$ cat src/rtl/pxf_pkg.sv
package pxf_pkg;
  typedef enum logic [1:0] {
    MODE_TEXT = 2'b00,
    MODE_GFX4 = 2'b01,
    MODE_GFX2 = 2'b10,
    MODE_GFX2B = 2'b11
  } pxf_mode_e;

  function automatic logic is_text(input logic [1:0] m);
    return m == MODE_TEXT;
  endfunction

  function automatic logic is_gfx4(input logic [1:0] m);
    return m == MODE_GFX4;
  endfunction
endpackage

$ cat src/rtl/pxf_fetch_latch.sv
module pxf_fetch_latch #(
  parameter int BYTE_W = 8,
  parameter int ROW_W  = 4
) (
  input  logic                  clk_i,
  input  logic                  rst_ni,
  input  logic                  cap_i,
  input  logic [2*BYTE_W-1:0]   word_i,
  input  logic [ROW_W-1:0]      row_i,
  input  logic [1:0]            mode_i,
  output logic [BYTE_W-1:0]     char_o,
  output logic [BYTE_W-1:0]     attr_o,
  output logic [ROW_W-1:0]      row_o,
  output logic [1:0]            mode_o
);
  always_ff @(posedge clk_i or negedge rst_ni) begin
    if (!rst_ni) begin
      char_o <= '0;
      attr_o <= '0;
      row_o  <= '0;
      mode_o <= '0;
    end else if (cap_i) begin
      char_o <= word_i[BYTE_W-1:0];
      attr_o <= word_i[2*BYTE_W-1:BYTE_W];
      row_o  <= row_i;
      mode_o <= mode_i;
    end
  end


  char_cap_chk: assert property (@(posedge clk_i) disable iff (!rst_ni)
    cap_i |=> char_o == $past(word_i[BYTE_W-1:0]) && row_o == $past(row_i));


  latch_hold_chk: assert property (@(posedge clk_i) disable iff (!rst_ni)
    !cap_i |=> $stable(char_o) && $stable(attr_o) && $stable(mode_o));
endmodule

$ cat src/rtl/pxf_shifter.sv
module pxf_shifter
  import pxf_pkg::*;
#(
  parameter int BYTE_W = 8
) (
  input  logic              clk_i,
  input  logic              rst_ni,
  input  logic              adv_i,
  input  logic              load_i,
  input  logic [BYTE_W-1:0] char_i,
  input  logic [BYTE_W-1:0] attr_i,
  input  logic [1:0]        mode_i,
  input  logic [BYTE_W-1:0] glyph_i,
  output logic [1:0]        bits_o,
  output logic [BYTE_W-1:0] attr_o,
  output logic [1:0]        mode_o
);
  localparam int WORD_W = 2 * BYTE_W;

  logic [WORD_W-1:0] sh_q, src, nxt;
  logic [BYTE_W-1:0] attr_q;
  logic [1:0]        mode_q;

  // On a load the first pixel is taken from the incoming data, not the stale shifter
  always_comb begin
    if (load_i) begin
      mode_o = mode_i;
      attr_o = attr_i;
      if (is_gfx4(mode_i))      src = {attr_i, char_i};
      else if (is_text(mode_i)) src = {glyph_i, {BYTE_W{1'b0}}};
      else                      src = {char_i, {BYTE_W{1'b0}}};
    end else begin
      mode_o = mode_q;
      attr_o = attr_q;
      src    = sh_q;
    end
    bits_o = src[WORD_W-1 -: 2];
    nxt    = is_gfx4(mode_o) ? (src << 2) : (src << 1);
  end

  always_ff @(posedge clk_i or negedge rst_ni) begin
    if (!rst_ni) begin
      sh_q   <= '0;
      attr_q <= '0;
      mode_q <= '0;
    end else begin
      if (adv_i) sh_q <= nxt;
      if (load_i) begin
        attr_q <= attr_i;
        mode_q <= mode_i;
      end
    end
  end


  shift_hold_chk: assert property (@(posedge clk_i) disable iff (!rst_ni)
    !adv_i |=> $stable(sh_q));


  mode_hold_chk: assert property (@(posedge clk_i) disable iff (!rst_ni)
    !load_i |=> $stable(mode_q) && $stable(attr_q));
endmodule

$ cat src/rtl/pxf_color_mux.sv
module pxf_color_mux
  import pxf_pkg::*;
#(
  parameter int BYTE_W = 8
) (
  input  logic                clk_i,
  input  logic                rst_ni,
  input  logic                adv_i,
  input  logic                blank_i,
  input  logic [1:0]          bits_i,
  input  logic [BYTE_W-1:0]   attr_i,
  input  logic [1:0]          mode_i,
  output logic [BYTE_W/2-1:0] pix_o
);
  localparam int CW = BYTE_W / 2;

  logic [CW-1:0] fg, bg, color;

  assign fg = attr_i[CW-1:0];
  assign bg = attr_i[BYTE_W-1:CW];

  always_comb begin
    if (is_text(mode_i))      color = bits_i[1] ? fg : bg;
    else if (is_gfx4(mode_i)) color = CW'(bits_i);
    else                      color = {CW{bits_i[1]}};
  end

  always_ff @(posedge clk_i or negedge rst_ni) begin
    if (!rst_ni)    pix_o <= '0;
    else if (adv_i) pix_o <= blank_i ? '0 : color;
  end


  blank_zero_chk: assert property (@(posedge clk_i) disable iff (!rst_ni)
    adv_i && blank_i |=> pix_o == '0);


  pix_hold_chk: assert property (@(posedge clk_i) disable iff (!rst_ni)
    !adv_i |=> $stable(pix_o));


  text_fg_bg_chk: assert property (@(posedge clk_i) disable iff (!rst_ni)
    adv_i && !blank_i && is_text(mode_i) |=>
      pix_o == $past(attr_i[CW-1:0]) || pix_o == $past(attr_i[BYTE_W-1:CW]));


  gfx2_mono_chk: assert property (@(posedge clk_i) disable iff (!rst_ni)
    adv_i && !blank_i && mode_i[1] |=> pix_o == '0 || pix_o == '1);


  gfx4_range_chk: assert property (@(posedge clk_i) disable iff (!rst_ni)
    adv_i && !blank_i && is_gfx4(mode_i) |=> pix_o[CW-1:2] == '0);
endmodule

$ cat src/rtl/pxf_pixel_formatter.sv
module pxf_pixel_formatter #(
  parameter int BYTE_W = 8,
  parameter int ROW_W  = 4,
  localparam int WORD_W = 2 * BYTE_W,
  localparam int ADDR_W = BYTE_W + ROW_W,
  localparam int CW     = BYTE_W / 2
) (
  input  logic              clk_i,
  input  logic              rst_ni,
  input  logic              pix_en_i,
  input  logic              load_i,
  input  logic [WORD_W-1:0] word_i,
  input  logic [1:0]        mode_i,
  input  logic [ROW_W-1:0]  row_i,
  input  logic              blank_i,
  output logic [ADDR_W-1:0] rom_addr_o,
  input  logic [BYTE_W-1:0] rom_data_i,
  output logic [CW-1:0]     pix_o
);
  logic              cap;
  logic [BYTE_W-1:0] lat_char, lat_attr, cur_attr;
  logic [ROW_W-1:0]  lat_row;
  logic [1:0]        lat_mode, cur_mode, cur_bits;

  assign cap = pix_en_i & load_i;

  pxf_fetch_latch #(.BYTE_W(BYTE_W), .ROW_W(ROW_W)) u_latch (
    .clk_i  (clk_i),
    .rst_ni (rst_ni),
    .cap_i  (cap),
    .word_i (word_i),
    .row_i  (row_i),
    .mode_i (mode_i),
    .char_o (lat_char),
    .attr_o (lat_attr),
    .row_o  (lat_row),
    .mode_o (lat_mode)
  );

  assign rom_addr_o = {lat_char, lat_row};

  pxf_shifter #(.BYTE_W(BYTE_W)) u_shift (
    .clk_i   (clk_i),
    .rst_ni  (rst_ni),
    .adv_i   (pix_en_i),
    .load_i  (cap),
    .char_i  (lat_char),
    .attr_i  (lat_attr),
    .mode_i  (lat_mode),
    .glyph_i (rom_data_i),
    .bits_o  (cur_bits),
    .attr_o  (cur_attr),
    .mode_o  (cur_mode)
  );

  pxf_color_mux #(.BYTE_W(BYTE_W)) u_color (
    .clk_i   (clk_i),
    .rst_ni  (rst_ni),
    .adv_i   (pix_en_i),
    .blank_i (blank_i),
    .bits_i  (cur_bits),
    .attr_i  (cur_attr),
    .mode_i  (cur_mode),
    .pix_o   (pix_o)
  );


  rom_addr_stable_chk: assert property (@(posedge clk_i) disable iff (!rst_ni)
    !cap |=> $stable(rom_addr_o));
endmodule

$ cat config.mk
export PLATFORM = sky130hd
export DESIGN_NAME = pxf_pixel_formatter
export DESIGN_NICKNAME = d
export VERILOG_FILES = /design/src/rtl/pxf_pkg.sv /design/src/rtl/pxf_fetch_latch.sv /design/src/rtl/pxf_shifter.sv /design/src/rtl/pxf_color_mux.sv /design/src/rtl/pxf_pixel_formatter.sv
export SDC_FILE = /design/constraint.sdc
export NUM_CORES = 1
export LEC_CHECK = 0
export BUFFER_PORTS_ARGS = -buffer_cell sky130_fd_sc_hd__buf_4
export CAP_MARGIN = 15
export CORE_ASPECT_RATIO = 0.8
export CORE_MARGIN = 5
export CORE_UTILIZATION = 50
export CTS_CLUSTER_DIAMETER = 150
export CTS_CLUSTER_SIZE = 24
export DETAILED_ROUTE_END_ITERATION = 8
export PLACE_DENSITY = 0.74
export SKIP_CTS_REPAIR_TIMING = 1
export SLEW_MARGIN = 20
export SYNTH_ARGS = -nofsm -noshare
export SYNTH_HDL_FRONTEND = slang
export SYNTH_HIERARCHICAL = 1
export SYNTH_SLANG_ARGS = --single-unit
$ cat constraint.sdc
create_clock -name clk_i -period 2 [get_ports clk_i]
set_clock_uncertainty 0.15 [all_clocks]
set_input_delay 0.2 -clock clk_i [delete_from_list [all_inputs] [get_ports clk_i]]
set_output_delay 0.2 -clock clk_i [all_outputs]
set_load 0.01 [all_outputs]
==> metrics.txt <==
die area=0.006468 mm²; CTS Buf Count=5; deepest clock path buffer count=2; GRT Resource Usage Total=18.03%; first-pass GRT wire length=8.970 mm; Starting Density=52.91%; Worst Path Buf+Inv=0; Setup TNS=0 ns; Max FO, Critical Path=11; die extent in x=88.68 µm; DRT antenna net count=0; relative slew slack=57.99%; H-tree depth=2; Worst EP arrival=1.90 ns; final period utilization=93.48%; initial detailed-routing violation count=96; Final Setup Violations=0; Clk Tree Root Cell=clkbuf_8; vias in the first global route=1802; DR vias=1837; Final Wtd Congestion=0.8771; VDD IR-drop max=596.3 µV; WL/cell=16.74 µm; Crit path largest cell delay=0.50 ns; slowest CP cell=dfrtp_2; Floorplan Core Area=0.004679 mm²; Vias/cell=5.484; Cell Chain, Critical Path=mux2i_1 > o21ai_0 > mux2_2 > and2b_4 > a211oi_1 > o22ai_1; top-level I/O count=51; CTS tree=built; Hold Path Class=in -> reg; max-cap violation count=0; Pwr Density=908.0 mW/mm²; RSZ-0062 raised after global routing=no; #FFs+latches synth=51; pins over their slew limit=0; clock-pin slew on the worst setup and hold paths=0.09 ns; largest net degree at the start of global routing=52; Max Clk Rate=0.5349 GHz; Synth Cell Area=0.002476 mm²; sequential-to-total area share from yosys stat=51.54%; cell area after placement=0.002894 mm²; Synth cell types=34; layout cell share with drive strength beyond 1=42.18%; row count=22; antenna cell count=0; Layout area overhead=30.98%; clk_lat worst skew=0.30 ns; Post-layout nets=309; Post-DP HPWL=4.020 mm; CP Class=reg -> reg; delay-heaviest family, CP=flip-flops; IO buf count=50; Critical Path Source Type=register; leakage dissipation=1.435 nW; Synth Net Count=234; Worst Setup End Kind=register; final instance area=0.003243 mm²; status=finished, final reports clean; Tmin final=1.870 ns; initial antenna violation count=0; Cells after Synth=199; Worst Max-Slew Pin Slew=0.6301 ns; Avg Cell Area, Syn=12.44 µm²; Fin. Hold Viols=0; routed wire length=5.608 mm; # DRC=0; Pre-antenna DRT Iters=4; WP data required=2.03 ns; clk sinks=51; Warnings, synthesis=6; gr ovfl total=0; die height=72.94 µm
## metal layers
| layer | global-route usage [%] | up-vias | share of wire [%] |
|---|---|---|---|
| li1 | - | 879 | - |
| met1 | 26.57 | 898 | 49 |
| met2 | 25.62 | 55 | 45 |
| met3 | 5.418 | 5 | 5.9 |
| met4 | 5.201 | 0 | 0.70 |
| met5 | 0 | - | 0 |
## tightest hold or removal path, stage by stage
cell	delay, ns
buf_4	0.07
nand2b_1	0.15
o32ai_1	0.11
## worst paths after layout
check	slack (ns)	start	cells after the start	end
max in group asynchronous	0.91	rst_ni	2	u_latch/mode_o[0]$_DFFE_PN0P_
min reg2reg	0.35	u_shift/sh_q[1]$_DFFE_PN0P_	1	u_shift/sh_q[1]$_DFFE_PN0P_
max	0.13	u_latch/mode_o[0]$_DFFE_PN0P_	6	u_color/pix_o[2]$_DFFE_PN0P_
min in group asynchronous	0.32	rst_ni	2	u_latch/attr_o[3]$_DFFE_PN0P_
max reg2reg	0.13	u_latch/mode_o[0]$_DFFE_PN0P_	6	u_color/pix_o[2]$_DFFE_PN0P_
min	0.12	blank_i	3	u_color/pix_o[1]$_DFFE_PN0P_
## report_power, final
group,switching [W],internal (W),leakage (nW)
registers,0.000147,0.00124,0.626
logic,0.000363,0.000473,0.747
clock network,0.000318,0.000405,0.0612
total,0.000827,0.00212,1.43
## layout by cell type, fill, tap and decap left out
cell and n:
buf_4 58, o32ai_1 1, a211oi_2 1, clkinv_2 1, and3_1 1, a21o_1 1, mux2_2 39, dlygate4sd3_1 23
a221oi_1 6, dfrtp_2 1, or2_4 1, nand2b_1 15, nor3_1 1, o221ai_1 13, a211oi_1 3, nor3b_1 1
a221o_1 1, mux2_4 1, and2_4 1, and3b_1 1, o22ai_1 2, a22oi_1 1, clkbuf_8 6, nor2b_1 16
o21ai_0 2, o22ai_2 1, nand2_1 2, nor2_1 3, dfrtp_1 50, bufinv_16 1, mux2i_1 1, and2b_4 3
and2_1 1, inv_1 5, inv_2 1, a21oi_1 9, or3b_4 1
## synth_stat cells, drive strengths merged
| master | instances | area, µm² |
|---|---|---|
| and2b | 3 | 30.03 |
| nor3b | 1 | 7.510 |
| nor2 | 3 | 11.26 |
| mux2i | 1 | 10.01 |
| clkbuf | 3 | 11.26 |
| inv | 6 | 22.52 |
| or3b | 1 | 11.26 |
| o221ai | 13 | 113.9 |
| a221oi | 6 | 52.55 |
| nor3 | 1 | 5.000 |
| and2 | 2 | 12.51 |
| a21o | 1 | 7.510 |
| buf | 10 | 87.58 |
| o22ai | 3 | 25.02 |
| a22oi | 1 | 7.510 |
| mux2 | 40 | 450.4 |
| a221o | 1 | 10.01 |
| and3 | 1 | 6.260 |
| o32ai | 1 | 8.760 |
| and3b | 1 | 8.760 |
| nand2b | 15 | 93.84 |
| dfrtp | 51 | 1276 |
| a21oi | 9 | 45.04 |
| nor2b | 16 | 100.1 |
| a211oi | 4 | 35.03 |
| nand2 | 2 | 7.510 |
| o21ai | 2 | 10.01 |
| or2 | 1 | 8.760 |
## per-stage QoR
| step | setup WS, ns | total power (W) | hold slack [ns] | util (%) | cells |
|---|---|---|---|---|---|
| after floorplan | 0.02003 | 0.001928 | -0.2456 | - | 199 |
| after global placement | 0.1472 | 0.002184 | 0.1136 | 61.84 | 304 |
| after detailed placement | 0.05514 | 0.002205 | 0.1174 | 61.84 | 304 |
| after CTS | 0.05125 | 0.002942 | -0.2174 | 64.36 | 312 |
| after global routing | 0.04401 | 0.003124 | 0.1269 | 69.30 | 335 |
| final | 0.1304 | 0.002945 | 0.1234 | 69.30 | 335 |
## cell families (layout without fill, tap and decap cells)
group / count (synthesis) / after routing / synth area share (%)
simple gates: 47 / 47 / 12.23
flops: 51 / 51 / 51.54
compound gates: 41 / 41 / 12.73
buf+inv: 19 / 95 / 4.901
mux: 41 / 41 / 18.60
## sequential cells by signal, summed over array words and instances, names as in the netlist
register        count
u_color/pix_o       4
u_shift/attr_q      8
u_latch/attr_o      8
u_shift/mode_q      2
u_latch/mode_o      2
u_latch/char_o      8
u_shift/sh_q       15
u_latch/row_o       4
## cell type report
type,count,area (µm²)
clock buffers,6,82.58
repair buffers,81,665.6
clock inverters,2,35.03
multi-input cells,129,1085
fillers,354,1436
well taps,60,75.07
flip-flops and latches,51,1277
inverters,6,22.52
No activity file was read; power rests on OpenSTA's default activity.
